`src/rtl/vhs_pkg.sv`:
```
package vhs_pkg;

    localparam logic [5:0] PRIMARY_OP  = 6'd31;
    localparam logic [9:0] EXTENDED_OP = 10'd167;
    localparam int         REG_NUM_W   = 5;

    typedef enum logic {
        PH_IDLE  = 1'b0,
        PH_WRITE = 1'b1
    } phase_e;

    typedef struct packed {
        logic                 hit;
        logic [REG_NUM_W-1:0] vsrc;
        logic [REG_NUM_W-1:0] base_reg;
        logic [REG_NUM_W-1:0] index_reg;
    } dec_t;

    function automatic logic word_matches(input logic [31:0] w);
        return (w[31:26] == PRIMARY_OP) && (w[10:1] == EXTENDED_OP);
    endfunction

endpackage

```
`src/rtl/vhs_decode.sv`:
```
module vhs_decode
    import vhs_pkg::*;
(
    input  logic [31:0] insn,
    output dec_t        dec
);
    logic unused_rc;
    assign unused_rc = insn[0];

    always_comb begin
        dec.hit       = word_matches(insn);
        dec.vsrc      = insn[25:21];
        dec.base_reg  = insn[20:16];
        dec.index_reg = insn[15:11];
    end
endmodule

```
`src/rtl/vhs_agen.sv`:
```
module vhs_agen #(
    parameter int XLEN   = 64,
    parameter int AW     = 32,
    parameter int VBYTES = 16,
    localparam int OFF_W  = $clog2(VBYTES),
    localparam int LANE_W = OFF_W - 1
) (
    input  logic              base_is_zero,
    input  logic [XLEN-1:0]   base,
    input  logic [XLEN-1:0]   index,
    output logic [AW-1:0]     line_addr,
    output logic [LANE_W-1:0] lane
);
    logic [AW-1:0] base_eff;
    logic [AW-1:0] ea;
    logic          unused_bits;

    assign base_eff    = base_is_zero ? '0 : base[AW-1:0];
    assign ea          = base_eff + index[AW-1:0];
    assign lane        = ea[OFF_W-1:1];
    assign line_addr   = {ea[AW-1:OFF_W], {OFF_W{1'b0}}};
    assign unused_bits = ^{base[XLEN-1:AW], index[XLEN-1:AW], ea[0]};
endmodule

```
`src/rtl/vhs_lane_pack.sv`:
```
module vhs_lane_pack #(
    parameter int VBYTES = 16,
    localparam int LANES  = VBYTES / 2,
    localparam int LANE_W = $clog2(LANES),
    localparam int VW     = 8 * VBYTES
) (
    input  logic [LANE_W-1:0] lane,
    input  logic [VW-1:0]     vec,
    output logic [VW-1:0]     wdata,
    output logic [VBYTES-1:0] be
);
    for (genvar l = 0; l < LANES; l++) begin : g_lane
        logic       sel;
        logic [7:0] hi_byte;
        logic [7:0] lo_byte;
        assign sel     = (lane == LANE_W'(l));
        assign hi_byte = vec[VW-1-8*(2*l)   -: 8];
        assign lo_byte = vec[VW-1-8*(2*l+1) -: 8];
        assign wdata[8*(2*l)   +: 8] = sel ? hi_byte : 8'h00;
        assign wdata[8*(2*l+1) +: 8] = sel ? lo_byte : 8'h00;
        assign be[2*l]   = sel;
        assign be[2*l+1] = sel;
    end
endmodule

```
`src/rtl/vhs_resv_match.sv`:
```
module vhs_resv_match #(
    parameter int AW     = 32,
    parameter int VBYTES = 16,
    localparam int OFF_W = $clog2(VBYTES)
) (
    input  logic          fire,
    input  logic          track_en,
    input  logic          held,
    input  logic [AW-1:0] held_addr,
    input  logic [AW-1:0] line_addr,
    output logic          cancel
);
    logic same_granule;
    logic unused_low;

    assign same_granule = (held_addr[AW-1:OFF_W] == line_addr[AW-1:OFF_W]);
    assign cancel       = fire && track_en && held && same_granule;
    assign unused_low   = ^{held_addr[OFF_W-1:0], line_addr[OFF_W-1:0]};
endmodule

```
`src/rtl/vec_half_store.sv`:
```
module vec_half_store
    import vhs_pkg::*;
#(
    parameter int          XLEN     = 64,
    parameter int          AW       = 32,
    parameter int          VBYTES   = 16,
    parameter logic [31:0] RESET_PC = 32'h0000_1000
) (
    input  logic                  clk,
    input  logic                  rst,
    input  logic                  issue_valid,
    output logic                  issue_ready,
    input  logic [31:0]           issue_insn,
    output logic [4:0]            gpr_a_idx,
    input  logic [XLEN-1:0]       gpr_a_data,
    output logic [4:0]            gpr_b_idx,
    input  logic [XLEN-1:0]       gpr_b_data,
    output logic [4:0]            vr_idx,
    input  logic [8*VBYTES-1:0]   vr_data,
    output logic                  mem_req,
    output logic [AW-1:0]         mem_addr,
    output logic [8*VBYTES-1:0]   mem_wdata,
    output logic [VBYTES-1:0]     mem_be,
    input  logic                  mem_ack,
    input  logic                  rsv_track_en,
    input  logic                  rsv_valid,
    input  logic [AW-1:0]         rsv_addr,
    output logic                  rsv_clear,
    output logic [AW-1:0]         pc,
    output logic                  done,
    output logic                  unhandled
);
    localparam int OFF_W  = $clog2(VBYTES);
    localparam int LANE_W = OFF_W - 1;
    localparam int VW     = 8 * VBYTES;

    dec_t              dec;
    phase_e            phase_q;
    logic [AW-1:0]     line_w,  line_q;
    logic [LANE_W-1:0] lane_w;
    logic [VW-1:0]     wdata_w, wdata_q;
    logic [VBYTES-1:0] be_w,    be_q;
    logic [AW-1:0]     pc_q;
    logic              done_q, unhandled_q;
    logic              accept, fire;

    vhs_decode u_dec (.insn(issue_insn), .dec(dec));

    assign gpr_a_idx = dec.base_reg;
    assign gpr_b_idx = dec.index_reg;
    assign vr_idx    = dec.vsrc;

    vhs_agen #(.XLEN(XLEN), .AW(AW), .VBYTES(VBYTES)) u_agen (
        .base_is_zero (dec.base_reg == '0),
        .base         (gpr_a_data),
        .index        (gpr_b_data),
        .line_addr    (line_w),
        .lane         (lane_w)
    );

    vhs_lane_pack #(.VBYTES(VBYTES)) u_pack (
        .lane  (lane_w),
        .vec   (vr_data),
        .wdata (wdata_w),
        .be    (be_w)
    );

    assign issue_ready = (phase_q == PH_IDLE);
    assign accept      = issue_valid && issue_ready;
    assign mem_req     = (phase_q == PH_WRITE);
    assign fire        = mem_req && mem_ack;

    always_ff @(posedge clk) begin
        if (rst) begin
            phase_q     <= PH_IDLE;
            pc_q        <= RESET_PC[AW-1:0];
            line_q      <= '0;
            wdata_q     <= '0;
            be_q        <= '0;
            done_q      <= 1'b0;
            unhandled_q <= 1'b0;
        end else begin
            done_q      <= 1'b0;
            unhandled_q <= 1'b0;
            unique case (phase_q)
                PH_IDLE: begin
                    if (accept) begin
                        if (dec.hit) begin
                            phase_q <= PH_WRITE;
                            line_q  <= line_w;
                            wdata_q <= wdata_w;
                            be_q    <= be_w;
                        end else begin
                            unhandled_q <= 1'b1;
                        end
                    end
                end
                PH_WRITE: begin
                    if (mem_ack) begin
                        phase_q <= PH_IDLE;
                        pc_q    <= pc_q + AW'(4);
                        done_q  <= 1'b1;
                    end
                end
                default: phase_q <= PH_IDLE;
            endcase
        end
    end

    vhs_resv_match #(.AW(AW), .VBYTES(VBYTES)) u_resv (
        .fire      (fire),
        .track_en  (rsv_track_en),
        .held      (rsv_valid),
        .held_addr (rsv_addr),
        .line_addr (line_q),
        .cancel    (rsv_clear)
    );

    assign mem_addr  = line_q;
    assign mem_wdata = wdata_q;
    assign mem_be    = be_q;
    assign pc        = pc_q;
    assign done      = done_q;
    assign unhandled = unhandled_q;

    p_two_bytes_r5: assert property (@(posedge clk) disable iff (rst)
        mem_req |-> $countones(mem_be) == 2);

    p_hold_req_r6: assert property (@(posedge clk) disable iff (rst)
        (mem_req && !mem_ack) |=> (mem_req && $stable(mem_addr)
                                   && $stable(mem_be) && $stable(mem_wdata)));

    p_cancel_on_write_r7: assert property (@(posedge clk) disable iff (rst)
        rsv_clear |-> (mem_req && mem_ack && rsv_valid && rsv_track_en));

    p_cancel_granule_r7: assert property (@(posedge clk) disable iff (rst)
        rsv_clear |-> (rsv_addr[AW-1:OFF_W] == mem_addr[AW-1:OFF_W]));

    p_pc_step_r8: assert property (@(posedge clk) disable iff (rst)
        done |-> (pc == $past(pc) + AW'(4)));

    p_done_follows_ack_r8: assert property (@(posedge clk) disable iff (rst)
        done |-> $past(mem_req && mem_ack));

    p_unhandled_quiet_r9: assert property (@(posedge clk) disable iff (rst)
        unhandled |-> (!mem_req && !done));
endmodule

```
`config.mk`:
```
export PLATFORM = sky130hd
export DESIGN_NAME = vec_half_store
export DESIGN_NICKNAME = d
export VERILOG_FILES = /design/src/rtl/vhs_pkg.sv /design/src/rtl/vhs_decode.sv /design/src/rtl/vhs_agen.sv /design/src/rtl/vhs_lane_pack.sv /design/src/rtl/vhs_resv_match.sv /design/src/rtl/vec_half_store.sv
export SDC_FILE = /design/constraint.sdc
export NUM_CORES = 1
export LEC_CHECK = 0
export BUFFER_PORTS_ARGS = -buffer_cell sky130_fd_sc_hd__clkbuf_2
export CORE_AREA = 4 4 211 213
export DETAILED_ROUTE_END_ITERATION = 16
export DIE_AREA = 0 0 215 217
export PLACE_DENSITY = 0.57
export SLEW_MARGIN = 20
export SYNTH_ARGS = -nofsm -noshare
export SYNTH_HDL_FRONTEND = slang
export SYNTH_SLANG_ARGS = --single-unit
```
`constraint.sdc`:
```
create_clock -name clk -period 3 [get_ports clk]
set_input_delay 0.3 -clock clk [delete_from_list [all_inputs] [get_ports clk]]
set_output_delay 0.3 -clock clk [all_outputs]
set_load 0.01 [all_outputs]
```
==> out/metrics.json <==
{
  "outcome": "finished clean",
  "netlist.area_leader.share": 0.419,
  "fp.coreArea_sq_mm": 0.0427,
  "hold_viol": 0,
  "tritoncts_clock_tree": "done",
  "worst_clock_skew_ps": 9.04,
  "total_leakage_power_nw": 5.99,
  "io_buffer_count": 458,
  "netlist-cell-type-count": 61,
  "first_global_vias": 9932,
  "grt_use_total": 0.155,
  "grt_antenna_before_repair": 3,
  "postSynthCellCount": 1088,
  "die_height_um": 217,
  "ir_worst_vdd_mv": 0.352,
  "grt_start_max_net_pins": 94,
  "die_area_sq_mm": 0.0467,
  "p_seq_frac": 0.436,
  "power.density_cell_area_mw_per_mm2": 443,
  "post-route-min-period_ps": 2840,
  "placementRows": 76,
  "fmax_mhz": 352,
  "clock_tree.htree_level_count": 4,
  "max_slew.worst_pin.slew_ps": 805,
  "synth_commonest_cells": "197 x sky130_fd_sc_hd__dfxtp_1, 190 x sky130_fd_sc_hd__nor2_1, 128 x sky130_fd_sc_hd__a22oi_1",
  "synthMostInstantiatedCell": "sky130_fd_sc_hd__dfxtp_1",
  "drt.antenna.violating_nets": 0,
  "cell_internal_pwr_mw": 4.33,
  "critical_path.startpoint_type": "input pin",
  "ys_dominant_reg_cell": "sky130_fd_sc_hd__dfxtp_1",
  "ffs_w_async_s_r_synth": 0,
  "placed_cell_area_sq_mm": 0.0129,
  "route.detailed.vias_per_inst": 4.60,
  "power.switching_fraction": 0.277,
  "detailedPlace.worstSlack_ps": -476,
  "fillers": 4581,
  "share_of_power_burned_in_combinational_logic": 0.150,
  "slew_headroom": 0.463,
  "timing_worst_setup_path_type": "in2reg",
  "die_w_um": 215,
  "fin_crit_sh": 0.946,
  "gpl.final_weighted_congestion": 0.885,
  "synth_area_sq_mm": 0.00941,
  "design.portCount": 554,
  "min-delay-path-class": "in2reg",
  "final_net_count": 1934,
  "place.detailed.hpwl_um": 30000,
  "final-setup-viol-count": 0,
  "clkLatencyLatePin_ps": 480,
  "finalInstanceArea_sq_mm": 0.0135,
  "post_synth_main_area_contributors": "sky130_fd_sc_hd__dfxtp_1 42%, sky130_fd_sc_hd__a22oi_1 10%, sky130_fd_sc_hd__nor2_1 7.6%",
  "cts_buffer_count": 17,
  "postSynthRegisterBits": 197,
  "cp_data_required_time_ps": 3390,
  "final_max_slew_viol_count": 0,
  "maxCapViolations": 0,
  "synthDominantAreaCellType": "sky130_fd_sc_hd__dfxtp_1",
  "whs_ps": 54.2,
  "cp_endpoint_kind": "flop",
  "pwr-share-clk": 0.414,
  "start_util": 0.220,
  "timing.final.ws_setup_ps": 161,
  "overall_overflow_remaining_after_global_route": 0,
  "drc": 0,
  "root_buffer": "sky130_fd_sc_hd__clkbuf_16",
  "arrival_ps": 3230,
  "global_route_wire_length_before_repair_um": 55800,
  "synthesis.area_per_instance_sq_um": 8.65,
  "clock_tree.buffer_depth": 2,
  "synth_enable_flop_cells": 0,
  "cts_sinks": 197,
  "post_cts_buffers": 0,
  "post_route_cells_drive_above_1_share": 0.391,
  "cts.clk_slew.worst_paths_ps": 80,
  "first_pass_iters": 5,
  "total_switching_power_mw": 1.66,
  "drt_iter0_markers": 620,
  "synthesis.yosys.warnings": 0,
  "cp_max_fo": 13,
  "routed_wirelength_um": 37100,
  "areaGrowthSynthToFinish_pct": 43.8,
  "route.vias.total": 9817,
  "route.detailed.wl_per_inst_um": 17.4,
  "portion_of_the_post_synthesis_area_used_by_sequential_elements": 0.419
}
==> worst max-delay path, cell delays in order <==
cell and delay (ps):
sky130_fd_sc_hd__clkbuf_2 90, sky130_fd_sc_hd__nor2_1 160, sky130_fd_sc_hd__buf_4 150, sky130_fd_sc_hd__nand2_1 90, sky130_fd_sc_hd__buf_4 190, sky130_fd_sc_hd__buf_4 170, sky130_fd_sc_hd__and2_1 160, sky130_fd_sc_hd__ha_1 290
sky130_fd_sc_hd__nand4_1 160, sky130_fd_sc_hd__nor2_1 190, sky130_fd_sc_hd__nand4_1 130, sky130_fd_sc_hd__o32ai_2 270, sky130_fd_sc_hd__nor3_1 100, sky130_fd_sc_hd__o41a_1 390, sky130_fd_sc_hd__xor2_1 150, sky130_fd_sc_hd__a211oi_1 210
==> state kept, by name (all words and copies together) (netlist names) <==
register,flops
done,1
mem_addr,28
mem_be,8
mem_req,1
mem_wdata,128
pc,30
unhandled,1
==> per-stage QoR <==
step | power (mW) | utilization | setup TNS (ps) | std cells
2_1_floorplan | 3.14 | - | -27.1 | 1093
3_3_place_gp | 3.55 | 0.301 | -32370 | 2103
6_report | 5.99 | 0.317 | 0 | 2136
4_1_cts | 6.08 | 0.316 | 0 | 2135
5_1_grt | 6.28 | 0.317 | -2.10 | 2136
3_5_place_dp | 3.57 | 0.301 | -35860 | 2103
==> cell type report <==
cell class / instances / area [sq um] / share of cell area
Inverter: 11 / 41.3 / 0.00305
Sequential cell: 197 / 3940 / 0.291
Tap cell: 546 / 683 / 0.0505
Clock buffer: 17 / 425 / 0.0314
Multi-Input combinational cell: 788 / 5010 / 0.370
Antenna cell: 1 / 2.50 / 0.000185
Clock inverter: 15 / 201 / 0.0149
Timing Repair Buffer: 561 / 3220 / 0.238
==> metal layers <==
layer  vias up  share of wire  global-route usage
met5         -        0.00046                   0
met4         4          0.024              0.0586
met3        50          0.085              0.0547
met2       385           0.47               0.254
met1      4556           0.42               0.187
li1       4822              -                   -
==> power by group through the flow <==
stage	Combinational, mW	Clock, mW	Sequential, mW
after floorplan	0.464	0	2.67
after global placement	0.880	0	2.67
after detailed placement	0.891	0	2.67
after CTS	0.894	2.58	2.61
after global routing	0.990	2.68	2.61
final	0.899	2.48	2.61
==> cell usage in the layout (no fill, tap or decap), types with 12 or more instances in the layout <==
cell type and n:
sky130_fd_sc_hd__ha_1 30, sky130_fd_sc_hd__and2_1 30, sky130_fd_sc_hd__nor2_1 189, sky130_fd_sc_hd__nand4_1 24, sky130_fd_sc_hd__buf_12 12, sky130_fd_sc_hd__clkbuf_16 17
sky130_fd_sc_hd__clkbuf_2 457, sky130_fd_sc_hd__a22oi_1 128, sky130_fd_sc_hd__nand3_1 27, sky130_fd_sc_hd__dfxtp_1 197, sky130_fd_sc_hd__xnor2_1 46, sky130_fd_sc_hd__a21oi_1 58
sky130_fd_sc_hd__buf_4 91, sky130_fd_sc_hd__nand2_1 66, sky130_fd_sc_hd__xor2_1 32, sky130_fd_sc_hd__o21ai_0 17
==> path summary, 6_finish.rpt <==
path | start | end | slack (ps) | cells past startpoint
worst max-delay path | issue_insn[16] | mem_addr[30] | 160 | 16
worst min-delay path | vr_data[14] | mem_wdata[118] | 50 | 3
worst max register to register | mem_req | pc[29] | 860 | 8
worst min register to register | mem_addr[8] | mem_addr[8] | 490 | 2
==> cells by family (layout without fill, tap and decap cells) <==
group / Yosys count / in the layout / share of synthesized area
compound gates: 267 / 267 / 0.196
fa+ha+maj: 32 / 32 / 0.0433
simple gates: 403 / 403 / 0.208
buf+inv: 108 / 604 / 0.0584
other cells: 1 / 7 / 0.000399
mux: 1 / 1 / 0.00106
flops: 197 / 197 / 0.419
xor+xnor: 79 / 79 / 0.0735
==> repair_timing <==
| item | CTS | global route |
|---|---|---|
| endpoints found under the setup margin | 0 | 19 |
| hold buffers | 0 | 0 |
| resized for setup | 0 | 10 |
| hold endpoints to repair | 0 | 0 |
(Power assumes the default switching activity.)
